[src/rtl/jlr_pkg.sv]
package jlr_pkg;
  localparam int IR_W = 8;

  typedef enum logic [3:0] {
    ST_TLR, ST_RTI,
    ST_SEL_DR, ST_CAP_DR, ST_SH_DR, ST_EX1_DR, ST_PA_DR, ST_EX2_DR, ST_UPD_DR,
    ST_SEL_IR, ST_CAP_IR, ST_SH_IR, ST_EX1_IR, ST_PA_IR, ST_EX2_IR, ST_UPD_IR
  } tap_state_e;

  typedef enum logic [1:0] {DR_BYP, DR_ID, DR_SEL} dr_path_e;

  localparam logic [IR_W-1:0] OP_ID_LOAD = 8'hFC;
  localparam logic [IR_W-1:0] OP_ID_KEEP = 8'h7D;
  localparam logic [IR_W-1:0] OP_SEL     = 8'h7E;
  localparam logic [IR_W-1:0] OP_BYPASS  = 8'hFF;
  localparam logic [IR_W-1:0] IR_CAPTURE = 8'h01;

  function automatic dr_path_e decode_op(input logic [IR_W-1:0] op);
    case (op)
      OP_ID_LOAD, OP_ID_KEEP: return DR_ID;
      OP_SEL:                 return DR_SEL;
      default:                return DR_BYP;
    endcase
  endfunction
endpackage

[src/rtl/jlr_tap.sv]
module jlr_tap
  import jlr_pkg::*;
(
  input  logic       tck_i,
  input  logic       rst_ni,
  input  logic       tms_i,
  output tap_state_e state_o
);
  tap_state_e state_q, state_d;

  always_comb begin
    state_d = state_q;
    unique case (state_q)
      ST_TLR:    state_d = tms_i ? ST_TLR    : ST_RTI;
      ST_RTI:    state_d = tms_i ? ST_SEL_DR : ST_RTI;
      ST_SEL_DR: state_d = tms_i ? ST_SEL_IR : ST_CAP_DR;
      ST_CAP_DR: state_d = tms_i ? ST_EX1_DR : ST_SH_DR;
      ST_SH_DR:  state_d = tms_i ? ST_EX1_DR : ST_SH_DR;
      ST_EX1_DR: state_d = tms_i ? ST_UPD_DR : ST_PA_DR;
      ST_PA_DR:  state_d = tms_i ? ST_EX2_DR : ST_PA_DR;
      ST_EX2_DR: state_d = tms_i ? ST_UPD_DR : ST_SH_DR;
      ST_UPD_DR: state_d = tms_i ? ST_SEL_DR : ST_RTI;
      ST_SEL_IR: state_d = tms_i ? ST_TLR    : ST_CAP_IR;
      ST_CAP_IR: state_d = tms_i ? ST_EX1_IR : ST_SH_IR;
      ST_SH_IR:  state_d = tms_i ? ST_EX1_IR : ST_SH_IR;
      ST_EX1_IR: state_d = tms_i ? ST_UPD_IR : ST_PA_IR;
      ST_PA_IR:  state_d = tms_i ? ST_EX2_IR : ST_PA_IR;
      ST_EX2_IR: state_d = tms_i ? ST_UPD_IR : ST_SH_IR;
      ST_UPD_IR: state_d = tms_i ? ST_SEL_DR : ST_RTI;
      default:   state_d = ST_TLR;
    endcase
  end

  always_ff @(posedge tck_i or negedge rst_ni) begin
    if (!rst_ni) state_q <= ST_TLR;
    else         state_q <= state_d;
  end

  assign state_o = state_q;


  tlr_hold_chk: assert property (@(posedge tck_i) disable iff (!rst_ni)
    (state_q == ST_TLR && tms_i) |=> state_q == ST_TLR);

  upd_exit_chk: assert property (@(posedge tck_i) disable iff (!rst_ni)
    (state_q inside {ST_UPD_DR, ST_UPD_IR} && !tms_i) |=> state_q == ST_RTI);
endmodule

[src/rtl/jlr_ir.sv]
module jlr_ir
  import jlr_pkg::*;
(
  input  logic       tck_i,
  input  logic       rst_ni,
  input  logic       tdi_i,
  input  tap_state_e state_i,
  output logic       ir_lsb_o,
  output dr_path_e   path_o,
  output logic       id_load_o
);
  logic [IR_W-1:0] sh_q;
  logic [IR_W-1:0] op_q;

  always_ff @(posedge tck_i or negedge rst_ni) begin
    if (!rst_ni) sh_q <= IR_CAPTURE;
    else if (state_i == ST_CAP_IR) sh_q <= IR_CAPTURE;
    else if (state_i == ST_SH_IR)  sh_q <= {tdi_i, sh_q[IR_W-1:1]};
  end

  // active opcode moves on the falling edge
  always_ff @(negedge tck_i or negedge rst_ni) begin
    if (!rst_ni) op_q <= OP_BYPASS;
    else if (state_i == ST_TLR)    op_q <= OP_BYPASS;
    else if (state_i == ST_UPD_IR) op_q <= sh_q;
  end

  assign ir_lsb_o  = sh_q[0];
  assign path_o    = decode_op(op_q);
  assign id_load_o = (op_q == OP_ID_LOAD);


  ir_capture_chk: assert property (@(posedge tck_i) disable iff (!rst_ni)
    (state_i == ST_CAP_IR) |=> sh_q == IR_CAPTURE);

  op_stable_chk: assert property (@(posedge tck_i) disable iff (!rst_ni)
    !(state_i inside {ST_UPD_IR, ST_TLR}) |-> $stable(op_q));
endmodule

[src/rtl/jlr_dr.sv]
module jlr_dr
  import jlr_pkg::*;
#(
  parameter int SEL_W = 8,
  parameter int ID_W  = 4
) (
  input  logic             tck_i,
  input  logic             rst_ni,
  input  logic             tdi_i,
  input  tap_state_e       state_i,
  input  dr_path_e         path_i,
  input  logic             id_load_i,
  input  logic [ID_W-1:0]  idn_i,
  output logic             dr_lsb_o,
  output logic [SEL_W-1:0] sel_o
);
  logic [ID_W-1:0]  id_q;
  logic [SEL_W-1:0] sel_sh_q;
  logic [SEL_W-1:0] sel_q;
  logic             byp_q;
  logic             cap, sh;

  assign cap = (state_i == ST_CAP_DR);
  assign sh  = (state_i == ST_SH_DR);

  always_ff @(posedge tck_i or negedge rst_ni) begin
    if (!rst_ni) id_q <= '0;
    else if (path_i == DR_ID) begin
      if (cap && id_load_i) id_q <= idn_i;
      else if (sh)          id_q <= {tdi_i, id_q[ID_W-1:1]};
    end
  end

  always_ff @(posedge tck_i or negedge rst_ni) begin
    if (!rst_ni) sel_sh_q <= '0;
    else if (path_i == DR_SEL) begin
      if (cap)     sel_sh_q <= sel_q;
      else if (sh) sel_sh_q <= {tdi_i, sel_sh_q[SEL_W-1:1]};
    end
  end

  always_ff @(posedge tck_i or negedge rst_ni) begin
    if (!rst_ni) byp_q <= 1'b0;
    else if (path_i == DR_BYP) begin
      if (cap)     byp_q <= 1'b0;
      else if (sh) byp_q <= tdi_i;
    end
  end

  // hold stage: routing changes only at update or reset
  always_ff @(negedge tck_i or negedge rst_ni) begin
    if (!rst_ni) sel_q <= '0;
    else if (state_i == ST_TLR) sel_q <= '0;
    else if (state_i == ST_UPD_DR && path_i == DR_SEL) sel_q <= sel_sh_q;
  end

  always_comb begin
    unique case (path_i)
      DR_ID:   dr_lsb_o = id_q[0];
      DR_SEL:  dr_lsb_o = sel_sh_q[0];
      default: dr_lsb_o = byp_q;
    endcase
  end

  assign sel_o = sel_q;


  id_load_chk: assert property (@(posedge tck_i) disable iff (!rst_ni)
    (cap && path_i == DR_ID && id_load_i) |=> id_q == $past(idn_i));

  id_keep_chk: assert property (@(posedge tck_i) disable iff (!rst_ni)
    (cap && path_i == DR_ID && !id_load_i) |=> $stable(id_q));

  sel_hold_chk: assert property (@(posedge tck_i) disable iff (!rst_ni)
    !(state_i inside {ST_UPD_DR, ST_TLR}) |-> $stable(sel_q));

  sel_tlr_chk: assert property (@(posedge tck_i) disable iff (!rst_ni)
    (state_i == ST_TLR) |-> sel_q == '0);
endmodule

[src/rtl/jlr_top.sv]
module jlr_top
  import jlr_pkg::*;
#(
  parameter int NUM_PORTS = 4,
  parameter int ID_W      = 4,
  localparam int SEL_W    = 2 * NUM_PORTS
) (
  input  logic             tck_i,
  input  logic             rst_ni,
  input  logic             tms_i,
  input  logic             tdi_i,
  input  logic [ID_W-1:0]  idn_i,
  output logic             tdo_o,
  output logic             tdo_oe_o,
  output logic [SEL_W-1:0] sel_o
);
  tap_state_e state;
  dr_path_e   path;
  logic       ir_lsb, dr_lsb, id_load;
  logic       tdo_q, oe_q;

  jlr_tap u_tap (
    .tck_i(tck_i), .rst_ni(rst_ni), .tms_i(tms_i), .state_o(state)
  );

  jlr_ir u_ir (
    .tck_i(tck_i), .rst_ni(rst_ni), .tdi_i(tdi_i), .state_i(state),
    .ir_lsb_o(ir_lsb), .path_o(path), .id_load_o(id_load)
  );

  jlr_dr #(.SEL_W(SEL_W), .ID_W(ID_W)) u_dr (
    .tck_i(tck_i), .rst_ni(rst_ni), .tdi_i(tdi_i), .state_i(state),
    .path_i(path), .id_load_i(id_load), .idn_i(idn_i),
    .dr_lsb_o(dr_lsb), .sel_o(sel_o)
  );

  always_ff @(negedge tck_i or negedge rst_ni) begin
    if (!rst_ni) begin
      tdo_q <= 1'b0;
      oe_q  <= 1'b0;
    end else begin
      oe_q  <= (state == ST_SH_IR) || (state == ST_SH_DR);
      tdo_q <= (state == ST_SH_IR) ? ir_lsb : dr_lsb;
    end
  end

  assign tdo_o    = tdo_q;
  assign tdo_oe_o = oe_q;


  oe_shift_chk: assert property (@(posedge tck_i) disable iff (!rst_ni)
    oe_q |-> (state == ST_SH_IR || state == ST_SH_DR));
endmodule

[config.mk]
export PLATFORM = sky130hd
export DESIGN_NAME = jlr_top
export DESIGN_NICKNAME = d
export VERILOG_FILES = /design/src/rtl/jlr_pkg.sv /design/src/rtl/jlr_tap.sv /design/src/rtl/jlr_ir.sv /design/src/rtl/jlr_dr.sv /design/src/rtl/jlr_top.sv
export SDC_FILE = /design/constraint.sdc
export NUM_CORES = 1
export LEC_CHECK = 0
export BUFFER_PORTS_ARGS = -buffer_cell sky130_fd_sc_hd__buf_2
export CAP_MARGIN = 20
export CORE_MARGIN = 2
export CORE_UTILIZATION = 35
export CTS_CLUSTER_DIAMETER = 200
export DETAILED_ROUTE_END_ITERATION = 6
export PLACE_DENSITY = 0.63
export SLEW_MARGIN = 20
export SYNTH_ARGS = -nofsm -noshare
export SYNTH_HDL_FRONTEND = slang
export SYNTH_SLANG_ARGS = --single-unit
[constraint.sdc]
create_clock -name tck_i -period 2.75 [get_ports tck_i]
set_input_delay 0.275 -clock tck_i [delete_from_list [all_inputs] [get_ports tck_i]]
set_output_delay 0.275 -clock tck_i [all_outputs]
set_load 0.01 [all_outputs]
Word-level counts from Yosys, hierarchy flattened
Cells that the tools add are included.
{"block": "classes", "n_eq_ne": 20, "muxes": 28, "n_reduce_logical": 17}
{"cell": "2-to-1 mux 8 bit", "n": 8}
{"cell": "one-hot mux 4 bit (12 select lines)", "n": 1}
{"cell": "== test 4 bit, second input constant", "n": 8}
{"cell": "2-to-1 mux 4 bit", "n": 6}
{"cell": "== test 4 x 3 -> 1 bit, second input constant", "n": 4}
{"cell": "== test 8 x 7 -> 1 bit, second input constant", "n": 2}
{"cell": "nonzero test 2 bit", "n": 5}
{"cell": "== test 4 x 2 -> 1 bit, second input constant", "n": 2}
{"cell": "== test 8 bit, second input constant", "n": 1}
{"cell": "2-to-1 mux 1 bit", "n": 6}
{"cell": "2-to-1 mux 2 bit", "n": 3}
{"cell": "2-to-1 mux 3 bit", "n": 2}
{"cell": "AND reduction 2 bit", "n": 3}
{"cell": "OR reduction 2 bit", "n": 3}
{"cell": "== test 4 x 1 -> 1 bit, second input constant", "n": 1}
{"cell": "logical NOT 4 bit", "n": 1}
{"cell": "one-hot mux 2 bit (2 select lines)", "n": 1}
{"cell": "OR reduction 3 bit", "n": 1}
{"cell": "== test 2 x 1 -> 1 bit, second input constant", "n": 1}
{"cell": "== test 2 bit, second input constant", "n": 1}
{"cell": "logical AND 1 bit", "n": 2}
{"cell": "logical NOT 2 bit", "n": 1}
{"cell": "one-hot mux 1 bit (2 select lines)", "n": 1}
{"cell": "logical OR 1 bit", "n": 1}
{"block": "word_totals", "regBits": 43, "in_bits": 8, "out_inout_bits": 10}

Depth between registers and ports, before layout
{"block": "logic_depth", "depth_word": 7, "depth_mapped": 9, "ltp_nobuf": 9}

Modules after synthesis
A second synthesis with hierarchy kept.
{"block": "hier_totals", "hier_cells": 230, "area_unflattened_um2": 2188.3}
{"module": "jlr_dr", "n_inst": 1, "cells_per_inst": 109, "area_per_inst_um2": 1048.5}
{"module": "jlr_ir", "n_inst": 1, "cells_per_inst": 78, "area_per_inst_um2": 742.0}
{"module": "jlr_tap", "n_inst": 1, "cells_per_inst": 37, "area_per_inst_um2": 314.1}
{"module": "jlr_top", "n_inst": 1, "cells_per_inst": 6, "area_per_inst_um2": 83.8}

==> impl_metrics.env <==
export IMPL_status="finished with violations"
export IMPL_violations="negative setup slack"
export IMPL_diodes=0
export IMPL_p_seq_share_pct=40.4
export IMPL_startpoint_type="flip-flop"
export IMPL_antenna_found_initial=0
export IMPL_fillers=566
export IMPL_dp_slack_ns=-0.524
export IMPL_dr_pass1_iters=5
export IMPL_powerDensity_nw_per_um2=841
export IMPL_synth_distinct_cells=42
export IMPL_max_slew_margin_pct=72.1
export IMPL_clk_pin_slew_ns=0.08
export IMPL_grt_use_total_pct=14.7
export IMPL_switching_power_mw=0.839
export IMPL_drt_antenna_violating_nets=0
export IMPL_p_leak_nw=1.24
export IMPL_pwr_share_clk_pct=19.2
export IMPL_r2r_slack_ns=-0.57
export IMPL_place_congestion=0.771
export IMPL_grt_max_degree=21
export IMPL_synthCells=215
export IMPL_die_area_um2=6750
export IMPL_setup_viol=13
export IMPL_synth_common_cells="38 x nand2_1, 24 x dfrtp_1, 17 x o21ai_0, 15 x a21oi_1"
export IMPL_synth_ff_type="dfrtp_1"
export IMPL_die_h_um=82.2
export IMPL_cp_arrival_ns=3.53
export IMPL_worstSetupEndpointType="flip-flop"
export IMPL_synthToLayoutAreaGrowth_pct=24.1
export IMPL_drt_iter0_drc=38
export IMPL_viasPerCell=4.99
export IMPL_die_width_um=82.2
export IMPL_synthTopCellsByArea="dfrtp_1 28%, dfrtn_1 12%, dfstp_2 11%"
export IMPL_wl_per_cell_um=13.5
export IMPL_synth_edf_count=0
export IMPL_clk_path_buf_depth=2
export IMPL_worst_slack_ns=-0.573
export IMPL_grt_pass1_vias=1598
export IMPL_cts_root_buf="clkbuf_8"
export IMPL_crit_type="flip-flop to flip-flop"
export IMPL_drive_above_1_share_pct=33.2
export IMPL_yosysWarnings=0
export IMPL_syn_avg_cell_area_um2=9.95
export IMPL_synth_top_cell_area_share_pct=28.1
export IMPL_seqCellArea_um2=1090
export IMPL_io_buffer_count=17
export IMPL_hpwl_mm=3.34
export IMPL_fin_skew_ns=0.0659
export IMPL_grt_ovfl_total=0
export IMPL_cts_sinks=43
export IMPL_syn_nets=226
export IMPL_worstMarginPinSlew_ns=0.417
export IMPL_vias=1696
export IMPL_cts_tree="yes"
export IMPL_rsz0062_at_grt="true"
export IMPL_critical_path_max_fanout=6
export IMPL_ys_seq_area_share_pct=50.8
export IMPL_min_path_type="input pin to flip-flop"
export IMPL_core_area_um2=5920
export IMPL_numCtsBuffers=5
export IMPL_drt_wl_total_mm=4.59
export IMPL_netlist_area_um2=2140
export IMPL_final_util_pct=44.8
export IMPL_slew_viol_final=0
export IMPL_switching_share_pct=37.6
export IMPL_ios=18
export IMPL_async_flop_share_pct=100
export IMPL_hold_viol_final=0
export IMPL_grt_pass1_wl_mm=7.61
export IMPL_p_int_mw=1.39
export IMPL_synth_largest_area_cell="dfrtp_1"
export IMPL_peakVddDrop_v=0.000305
export IMPL_synth_seq_cells=43
export IMPL_insertion_delay_ns=0.35
export IMPL_htreeDepth=2
export IMPL_drc_errors=0
export IMPL_maxCapViolations=0
export IMPL_start_util_pct=36.1
export IMPL_multi_input_area_um2=1010
export IMPL_yosysMostFrequentCell="nand2_1"
export IMPL_critical_path_required_ns=2.96
export IMPL_nNetsFinal=275
export IMPL_rows=28
export IMPL_pwr_share_comb_pct=40.4
export IMPL_holdWs_ns=0.283
-- worst paths after layout --
kind,startpoint,to,cells after the start
max in group asynchronous,rst_ni,u_ir.op_q[4]$_DFFE_NN1P_,3
worst max register to register,u_ir.op_q[3]$_DFFE_NN1P_,u_dr.id_q[1]$_DFFE_PN0P_,8
min in group asynchronous,rst_ni,u_dr.sel_sh_q[6]$_DFFE_PN0P_,2
worst max-delay path,u_ir.op_q[3]$_DFFE_NN1P_,u_dr.id_q[1]$_DFFE_PN0P_,8
worst min-delay path,idn_i[3],u_dr.id_q[3]$_DFFE_PN0P_,3
worst min register to register,u_dr.sel_o[6]$_DFFE_NN0P_,u_dr.sel_o[6]$_DFFE_NN0P_,1
-- power by group through the flow --
stage	registers (mW)	clock network [mW]	logic (mW)
2_1_floorplan	0.874	0.0202	0.616
3_3_place_gp	0.898	0.0202	0.859
3_5_place_dp	0.905	0.0202	0.879
4_1_cts	0.895	0.447	0.884
5_1_grt	0.921	0.482	1.00
6_report	0.903	0.430	0.902
-- registers in the layout, indices dropped and copies added (netlist names) --
signal,cells
u_dr.sel_o,8
u_dr.sel_sh_q,8
u_ir.op_q,8
u_ir.sh_q,8
u_dr.id_q,4
u_tap.state_o,4
tdo_o,1
tdo_oe_o,1
u_dr.byp_q,1
-- cell usage in the layout (no fill, tap or decap), drive strengths merged, types with 2 or more instances in the layout --
cell	count
a21oi	15
buf	48
a22oi	9
o21ai	27
dfrtp	24
dfrtn	10
mux2i	8
ha	3
a22o	8
nand3	10
nor2	6
inv	12
nand2	38
nor3	4
nand2b	2
dfstp	9
clkbuf	6
o22ai	5
-- routing by layer --
metal	up-vias	track usage, %	routed length [µm]
met5	-	0	0
li1	872	-	-
met3	2	3.59	143
met2	22	23.2	2250
met4	0	4.50	28
met1	800	19.9	2170
-- stage by stage --
stage               power, mW  instance area [µm²]  std cells  setup TNS [ns]
global route             2.40                 2660        340           -7.28
floorplan                1.51                 2170        215           -4.84
CTS                      2.23                 2600        338           -5.85
finish                   2.23                 2660        340           -6.04
global placement         1.78                 2480        322           -4.58
detailed placement       1.80                 2480        322           -5.35
-- critical path, cell delays in order (launching register included) --
cell      delay (ns)
dfstp_2         0.53
and4_4          0.24
buf_4           0.12
nand4b_1        0.15
ha_2            0.23
buf_4           0.15
nand2_1         0.16
o22ai_1         0.10
a21oi_1         0.13
-- kinds of logic (layout without fill, tap and decap cells) --
logic type	after synthesis	in the layout	synth area share (%)
flops	43	43	50.8
simple gates	70	70	17.0
fa+ha+maj	3	3	1.75
compound gates	71	71	21.2
buf+inv	19	69	5.09
xor+xnor	1	1	0.409
mux	8	8	3.74
-- layout make-up --
type                    instances  area share [%]
flip-flops and latches         43            41.0
well taps                      75            3.53
clock buffers                   6            2.73
multi-input cells             153            38.2
inverters                       4           0.566
clock inverters                10            1.51
repair buffers                 49            12.5
-- what timing repair did --
action                     in CTS  in global routing
buffers inserted                0                  2
hold buffers                    1                  0
hold endpoints to repair        7                  0
pin swaps                       3                  0
setup endpoints to repair      13                 29
gates resized for setup         1                  9
(Power assumes the default switching activity.)
